## src/rtl/pwm_shadow_pkg.sv

```systemverilog
package pwm_shadow_pkg;

   // byte offsets of the register map
   localparam int unsigned OFS_ACT_BASE = 32'h00;  // active period, active compare
   localparam int unsigned OFS_SHD_BASE = 32'h08;  // shadow period, shadow compare
   localparam int unsigned OFS_CTL      = 32'h10;
   localparam int unsigned LANE_STRIDE  = 4;
   localparam int unsigned NLANE        = 2;       // lane 0 period, lane 1 compare
   localparam int unsigned LANE_PRD     = 0;
   localparam int unsigned LANE_CMP     = 1;

   typedef struct packed {
      logic [1:0] sync_sel;
      logic       inv;
      logic       mode;
      logic       run;
   } pwm_ctl_t;

   function automatic pwm_ctl_t ctl_unpack(input logic [15:0] w);
      pwm_ctl_t c;
      c.run      = w[0];
      c.mode     = w[1];
      c.inv      = w[2];
      c.sync_sel = w[5:4];
      return c;
   endfunction

   function automatic logic [15:0] ctl_pack(input pwm_ctl_t c);
      return {10'd0, c.sync_sel, 1'b0, c.inv, c.mode, c.run};
   endfunction

endpackage

```

## src/rtl/pwm_timebase.sv

```systemverilog
module pwm_timebase #(
   parameter int unsigned CNT_W = 32
) (
   input  logic             clk,
   input  logic             rst_n,
   input  logic             run,
   input  logic [CNT_W-1:0] prd,
   output logic [CNT_W-1:0] cnt,
   output logic             wrap
);
   localparam logic [CNT_W-1:0] ONE = CNT_W'(1);

   logic last;

   // period of 0 or 1 collapses to a single-cycle period
   assign last = (prd <= ONE) || (cnt >= prd - ONE);
   assign wrap = run && last;

   always_ff @(posedge clk or negedge rst_n) begin
      if (!rst_n)             cnt <= '0;
      else if (!run || last)  cnt <= '0;
      else                    cnt <= cnt + ONE;
   end

   AST_WRAP_TO_ZERO: assert property (@(posedge clk) disable iff (!rst_n)
      wrap |=> (cnt == '0));
   AST_COUNT_STEP: assert property (@(posedge clk) disable iff (!rst_n)
      (run && !wrap) |=> (cnt == $past(cnt) + ONE));

endmodule

```

## src/rtl/pwm_regs.sv

```systemverilog
module pwm_regs
   import pwm_shadow_pkg::*;
#(
   parameter int unsigned CNT_W  = 32,
   parameter int unsigned ADDR_W = 8,
   parameter int unsigned REG_W  = 32
) (
   input  logic              clk,
   input  logic              rst_n,
   input  logic              wr,
   input  logic [ADDR_W-1:0] addr,
   input  logic [REG_W-1:0]  wdata,
   input  logic              wrap,
   output logic [CNT_W-1:0]  act_prd,
   output logic [CNT_W-1:0]  act_cmp,
   output pwm_ctl_t          ctl,
   output logic [REG_W-1:0]  rdata
);
   logic [CNT_W-1:0] act [NLANE];
   logic [CNT_W-1:0] shd [NLANE];
   logic [NLANE-1:0] pend;
   logic [NLANE-1:0] act_hit;
   logic [NLANE-1:0] shd_hit;
   logic             ctl_hit;

   assign ctl_hit = wr && (addr == ADDR_W'(OFS_CTL));

   for (genvar g = 0; g < NLANE; g++) begin : g_lane
      localparam int unsigned ACT_OFS = OFS_ACT_BASE + LANE_STRIDE * g;
      localparam int unsigned SHD_OFS = OFS_SHD_BASE + LANE_STRIDE * g;

      assign act_hit[g] = wr && (addr == ADDR_W'(ACT_OFS));
      assign shd_hit[g] = wr && (addr == ADDR_W'(SHD_OFS));

      // later statements win: a direct active write beats the transfer,
      // a shadow write in the boundary cycle stays pending
      always_ff @(posedge clk or negedge rst_n) begin
         if (!rst_n) begin
            act[g]  <= '0;
            shd[g]  <= '0;
            pend[g] <= 1'b0;
         end else begin
            if (wrap) begin
               if (pend[g]) act[g] <= shd[g];
               pend[g] <= 1'b0;
            end
            if (act_hit[g]) act[g] <= wdata[CNT_W-1:0];
            if (shd_hit[g]) begin
               shd[g]  <= wdata[CNT_W-1:0];
               pend[g] <= 1'b1;
            end
         end
      end

      AST_SHADOW_LOAD: assert property (@(posedge clk) disable iff (!rst_n)
         (wrap && pend[g] && !act_hit[g]) |=> (act[g] == $past(shd[g])));
      AST_NO_STALE_LOAD: assert property (@(posedge clk) disable iff (!rst_n)
         (wrap && !pend[g] && !act_hit[g]) |=> $stable(act[g]));
      AST_LATE_WRITE_HELD: assert property (@(posedge clk) disable iff (!rst_n)
         (wrap && shd_hit[g]) |=> pend[g]);
   end

   always_ff @(posedge clk or negedge rst_n) begin
      if (!rst_n)       ctl <= '0;
      else if (ctl_hit) ctl <= ctl_unpack(wdata[15:0]);
   end

   assign act_prd = act[LANE_PRD];
   assign act_cmp = act[LANE_CMP];

   always_comb begin
      rdata = '0;
      for (int i = 0; i < NLANE; i++) begin
         if (addr == ADDR_W'(OFS_ACT_BASE + LANE_STRIDE * i)) rdata = REG_W'(act[i]);
         if (addr == ADDR_W'(OFS_SHD_BASE + LANE_STRIDE * i)) rdata = REG_W'(shd[i]);
      end
      if (addr == ADDR_W'(OFS_CTL)) rdata = REG_W'(ctl_pack(ctl));
   end

endmodule

```

## src/rtl/pwm_outstage.sv

```systemverilog
module pwm_outstage #(
   parameter int unsigned CNT_W   = 32,
   parameter bit          OUT_REG = 1'b0
) (
   input  logic             clk,
   input  logic             rst_n,
   input  logic [CNT_W-1:0] cnt,
   input  logic [CNT_W-1:0] cmp,
   input  logic             mode,
   input  logic             inv,
   output logic             pwm
);
   logic level;

   assign level = mode && ((cnt < cmp) ^ inv);

   if (OUT_REG) begin : g_flop
      always_ff @(posedge clk or negedge rst_n) begin
         if (!rst_n) pwm <= 1'b0;
         else        pwm <= level;
      end
      AST_OFF_LOW: assert property (@(posedge clk) disable iff (!rst_n)
         $past(!mode) |-> !pwm);
   end else begin : g_comb
      assign pwm = level;
      AST_OFF_LOW: assert property (@(posedge clk) disable iff (!rst_n)
         !mode |-> !pwm);
   end

endmodule

```

## src/rtl/pwm_shadow_timer.sv

```systemverilog
module pwm_shadow_timer
   import pwm_shadow_pkg::*;
#(
   parameter int unsigned CNT_W   = 32,
   parameter int unsigned ADDR_W  = 8,
   parameter int unsigned REG_W   = 32,
   parameter bit          OUT_REG = 1'b0
) (
   input  logic              clk,
   input  logic              rst_n,
   input  logic              reg_wr,
   input  logic [ADDR_W-1:0] reg_addr,
   input  logic [REG_W-1:0]  reg_wdata,
   output logic [REG_W-1:0]  reg_rdata,
   output logic              pwm_out,
   output logic              prd_evt
);
   localparam int unsigned MIN_ADDR_W = $clog2(OFS_CTL + 1);

   if (CNT_W < 2 || CNT_W > REG_W) begin : g_bad_cnt_w
      $error("CNT_W must lie between 2 and REG_W");
   end
   if (REG_W < 16) begin : g_bad_reg_w
      $error("REG_W must hold the 16-bit control register");
   end
   if (ADDR_W < MIN_ADDR_W) begin : g_bad_addr_w
      $error("ADDR_W too narrow for the register map");
   end

   logic [CNT_W-1:0] act_prd;
   logic [CNT_W-1:0] act_cmp;
   logic [CNT_W-1:0] cnt;
   logic             wrap;
   pwm_ctl_t         ctl;

   pwm_regs #(.CNT_W(CNT_W), .ADDR_W(ADDR_W), .REG_W(REG_W)) u_regs (
      .clk     (clk),
      .rst_n   (rst_n),
      .wr      (reg_wr),
      .addr    (reg_addr),
      .wdata   (reg_wdata),
      .wrap    (wrap),
      .act_prd (act_prd),
      .act_cmp (act_cmp),
      .ctl     (ctl),
      .rdata   (reg_rdata)
   );

   pwm_timebase #(.CNT_W(CNT_W)) u_tb (
      .clk   (clk),
      .rst_n (rst_n),
      .run   (ctl.run),
      .prd   (act_prd),
      .cnt   (cnt),
      .wrap  (wrap)
   );

   pwm_outstage #(.CNT_W(CNT_W), .OUT_REG(OUT_REG)) u_out (
      .clk   (clk),
      .rst_n (rst_n),
      .cnt   (cnt),
      .cmp   (act_cmp),
      .mode  (ctl.mode),
      .inv   (ctl.inv),
      .pwm   (pwm_out)
   );

   assign prd_evt = wrap;

   AST_EVT_NEEDS_RUN: assert property (@(posedge clk) disable iff (!rst_n)
      prd_evt |-> ctl.run);
   AST_STOP_RESTS_ZERO: assert property (@(posedge clk) disable iff (!rst_n)
      !ctl.run |=> (cnt == '0));

endmodule

```

## config.mk

```make
export PLATFORM = sky130hd
export DESIGN_NAME = pwm_shadow_timer
export DESIGN_NICKNAME = d
export VERILOG_FILES = /design/src/rtl/pwm_shadow_pkg.sv /design/src/rtl/pwm_timebase.sv /design/src/rtl/pwm_regs.sv /design/src/rtl/pwm_outstage.sv /design/src/rtl/pwm_shadow_timer.sv
export SDC_FILE = /design/constraint.sdc
export NUM_CORES = 1
export LEC_CHECK = 0
export ABC_AREA = 1
export BUFFER_PORTS_ARGS = -buffer_cell sky130_fd_sc_hd__buf_2
export CAP_MARGIN = 10
export CORE_MARGIN = 4
export CORE_UTILIZATION = 40
export CTS_CLUSTER_SIZE = 10
export DETAILED_ROUTE_END_ITERATION = 8
export PLACE_DENSITY = 0.59
export SLEW_MARGIN = 20
export SYNTH_ARGS = -nofsm -noshare
export SYNTH_HDL_FRONTEND = slang
export SYNTH_SLANG_ARGS = --single-unit
```

## constraint.sdc

```tcl
create_clock -name clk -period 4.6 [get_ports clk]
set_clock_uncertainty 0.05 [all_clocks]
set_input_delay 0.92 -clock clk [delete_from_list [all_inputs] [get_ports clk]]
set_output_delay 0.92 -clock clk [all_outputs]
set_load 0.1 [all_outputs]
```

==> impl_metrics.csv <==
group,metric,value,unit
status,status,"complete, no violations",
clocking,cts_root_buffer,"clkbuf_16",
global_routing,grt_pass1_wl,50600,µm
synth,syn_nets,1563,
job,cap_violations,0,
worst_hold_path,hp-class,"primary input to async pin",
worst_setup_path,endpoint_kind,"output port",
die,start_util,41.1,%
worst_setup_path,path_common_cell,"nor2_4",
die,die-area,0.0297,mm²
clocking,clk_latency,0.44,ns
sta,setup_viol,0,
synth,avgSynthCellArea,7.42,µm²
route,wl_per_cell,16.4,µm
clocking,cts_tree,"done",
place,numPortBuffers,76,
synth,synthMostInstantiatedCell,"nand2_1",
worst_setup_path,worst_ep_required_time,3.63,ns
worst_setup_path,worstPathArrival,3.49,ns
sta,finalHoldViolCount,0,
worst_setup_path,critical_path_class,"flip-flop to output port",
route,drt_wl_total,30600,µm
global_routing,antenna_found_initial,0,
power_and_ir_drop,p_leak,6.33,nW
synth,synthesis.area,0.0108,mm²
synth,ys_types,42,
route,vias,9883,
worst_setup_path,crit_fanout,4,
finish,areaGrowthSynthToFinish,15.3,%
route,dr.pass1.iters,6,
route,avgViaCountPerCell,5.30,
die,die_x,172,µm
sta,setup_tns,0,ns
clocking,h-tree-depth,4,
power_and_ir_drop,p_per_area,344,mW/mm²
synth,syn-instance-count,1454,
power_and_ir_drop,ir_drop,0.233,mV
sta,rsz0062_at_grt,"true",
finish,drive_gt1_share,12.8,%
sta,slew_violations,0,
synth,synth-seq-cells,167,
worst_setup_path,startpoint_type,"flip-flop",
power_and_ir_drop,pwr-share-seq,37.6,%
clocking,clock-sinks,167,
synth,ys_seq_area_share,38.7,%
clocking,cts_buffers,17,
die,coreArea,0.0263,mm²
worst_setup_path,crit_path_cell_trace,"nor2_1 -> nand4_1 -> nor2_4 -> nand2_4 -> nor2_4 -> nand2_2 -> nor2_4 -> nand2_1 -> nor2_1 -> xor2_1 -> ha_1 -> nand2_2 -> nor2_4 -> nand4_1 -> nor2_1 -> nand2_2 -> a21boi_4 -> buf_12",
sta,fmax,224,MHz
route,ant_nets,0,
route,drt-initial-drc-count,728,
global_routing,overflow,0,
synth,synth_ff_type,"dfrtp_1",
power_and_ir_drop,clkPwrFrac,33.8,%
worst_setup_path,reg2reg_from,"u_regs.act_prd[2]",
synth,synth_area_leaders,"dfrtp_1 39%, nand2_1 13%, ha_1 7.6%",
synth,synth-edff-count,0,
power_and_ir_drop,power_frac_comb,28.5,%
global_routing,grt_pass1_vias,9522,
clocking,path_clk_slew,0.08,ns
power_and_ir_drop,intPower,0.00275,W
synth,ys_top_cells_by_count,"383 x nand2_1, 167 x dfrtp_1, 147 x nor2_1, 142 x inv_1, 141 x o21ai_0",
sta,hold_ws,0.436,ns
sta,min_period,4.46,ns
worst_setup_path,crit_start,"u_regs.act_prd[2]",
place,place_congestion,0.914,
die,pin_count,77,
synth,synth_top_area_share,38.7,%
global_routing,grt_use_total,21.4,%
synth,synth_warnings,0,
synth,async_flop_share,100,%
die,die_h,172,µm
die,core.rowCount,59,
clocking,cts_hold_buf,0,
sta,worst_slew_pin_slew,0.770,ns
power_and_ir_drop,swShare,35.7,%
sta,post-route-period-util,97.0,%
finish,n_antenna_cell,0,
global_routing,grt_max_degree,75,
worst_setup_path,cpMaxStageDelayCell,"dfrtp_2",
place,hpwl,21500,µm
clocking,clk_path_buf_depth,2,
worst_setup_path,max_stage_delay,0.44,ns
route,drc,0,
power_and_ir_drop,p_switching,0.00153,W
worst_setup_path,r2r_cells,22,
place,dp_cells,1818,
finish,final_cells,1863,
finish,fin_nets,1624,
synth,yosysTopAreaCell,"dfrtp_1",
sta,slew_headroom,48.7,%
power_and_ir_drop,finalPower,0.00428,W
finish,nFillCells,2678,
-- final cells by class --
cell class	instances	area (µm²)	share of cell area [%]
clock buffers	18	429	3.45
clock inverters	14	153	1.23
inverters	152	571	4.58
multi-input cells	1071	5760	46.3
flip-flops and latches	167	4180	33.6
well taps	335	419	3.37
repair buffers	106	937	7.53
-- worst paths after layout --
check | endpoint | slack, ns
setup / recovery | prd_evt | 0.14
hold / removal | u_regs.shd[8] | 0.44
setup reg to reg | u_regs.act_cmp[14] | 0.89
hold reg to reg | u_regs.ctl[4] | 0.45
max in group asynchronous | u_regs.shd[24] | 3.12
min in group clk | u_regs.ctl[4] | 0.45
-- routing by layer --
| metal | global-route usage, % | routed length, µm | up-vias |
|---|---|---|---|
| li1 | - | - | 4886 |
| met1 | 31.8 | 14900 | 4673 |
| met2 | 32.8 | 13600 | 284 |
| met3 | 3.22 | 1640 | 40 |
| met4 | 5.26 | 447 | 0 |
| met5 | 0 | 0 | - |
-- what timing repair did --
| item | in CTS | in global routing |
|---|---|---|
| resized for setup | 8 | 11 |
| pin swaps | 4 | 17 |
| endpoints found under the setup margin | 1 | 1 |
| buffers inserted | 2 | 11 |
| endpoints found under the hold margin | 0 | 0 |
-- cell usage in the layout, fill, tap and decap left out, types with 2 or more instances in the layout --
cell,instances
inv_8,4
nor4_1,6
o21ai_1,35
nor2_2,9
nor3_1,19
nand3_2,4
nor2_4,6
nand2_1,379
nand3_1,94
clkinv_8,3
o21ai_0,140
inv_1,139
a211oi_1,3
ha_1,65
dfrtp_2,2
inv_6,5
nand4_1,15
buf_2,55
buf_4,28
o211ai_1,2
xnor2_1,8
clkinvlp_4,2
a221oi_1,29
dfrtp_1,165
nand3_4,2
xor2_1,39
nand2_4,6
nor3_2,2
inv_2,13
clkbuf_16,17
nand2_2,8
a21oi_1,39
nor3_4,2
nor2_1,144
buf_12,22
nor3b_1,3
-- cells by family (layout without fill, tap and decap cells) --
family | Yosys count | after routing | share of synthesized area (%)
AO/OA/AOI/OAI | 255 | 255 | 13.1
XOR/XNOR | 47 | 47 | 3.81
adder cells (fa/ha/maj) | 66 | 66 | 7.65
AND/OR/NAND/NOR | 703 | 703 | 28.2
flip-flops | 167 | 167 | 38.7
buffers and inverters | 216 | 290 | 8.55
-- metrics by stage --
stage	utilization (%)	worst slack (ns)	instance area, µm²
after floorplan	-	0.167	10800
after detailed placement	44.6	0.212	11700
after CTS	47.0	0.0135	12300
after global placement	44.6	0.296	11700
after global routing	47.4	-0.0449	12400
final	47.4	0.139	12400
-- power groups by stage --
stage	Sequential (W)	Clock [W]	Combinational [W]
after floorplan	0.00162	0	0.000827
after global placement	0.00164	0	0.00109
after detailed placement	0.00164	0	0.00109
after CTS	0.00161	0.00147	0.00112
after global routing	0.00162	0.00153	0.00138
final	0.00161	0.00145	0.00122
-- state kept, by name, indices dropped and copies added, names as in the netlist --
name,cells
u_regs.act_prd,32
u_regs.act_cmp,32
u_tb.cnt,32
u_regs.shd,64
u_regs.ctl,5
u_regs.pend,2
-- worst max-delay path, delay by kind of cell (launching register included) --
family,cells,cell delay [ns]
flops,1,0.44
buf+inv,1,0.21
xor+xnor,1,0.08
compound gates,1,0.23
simple gates,14,1.76
fa+ha+maj,1,0.32
Power figures use the tool's default switching activity.
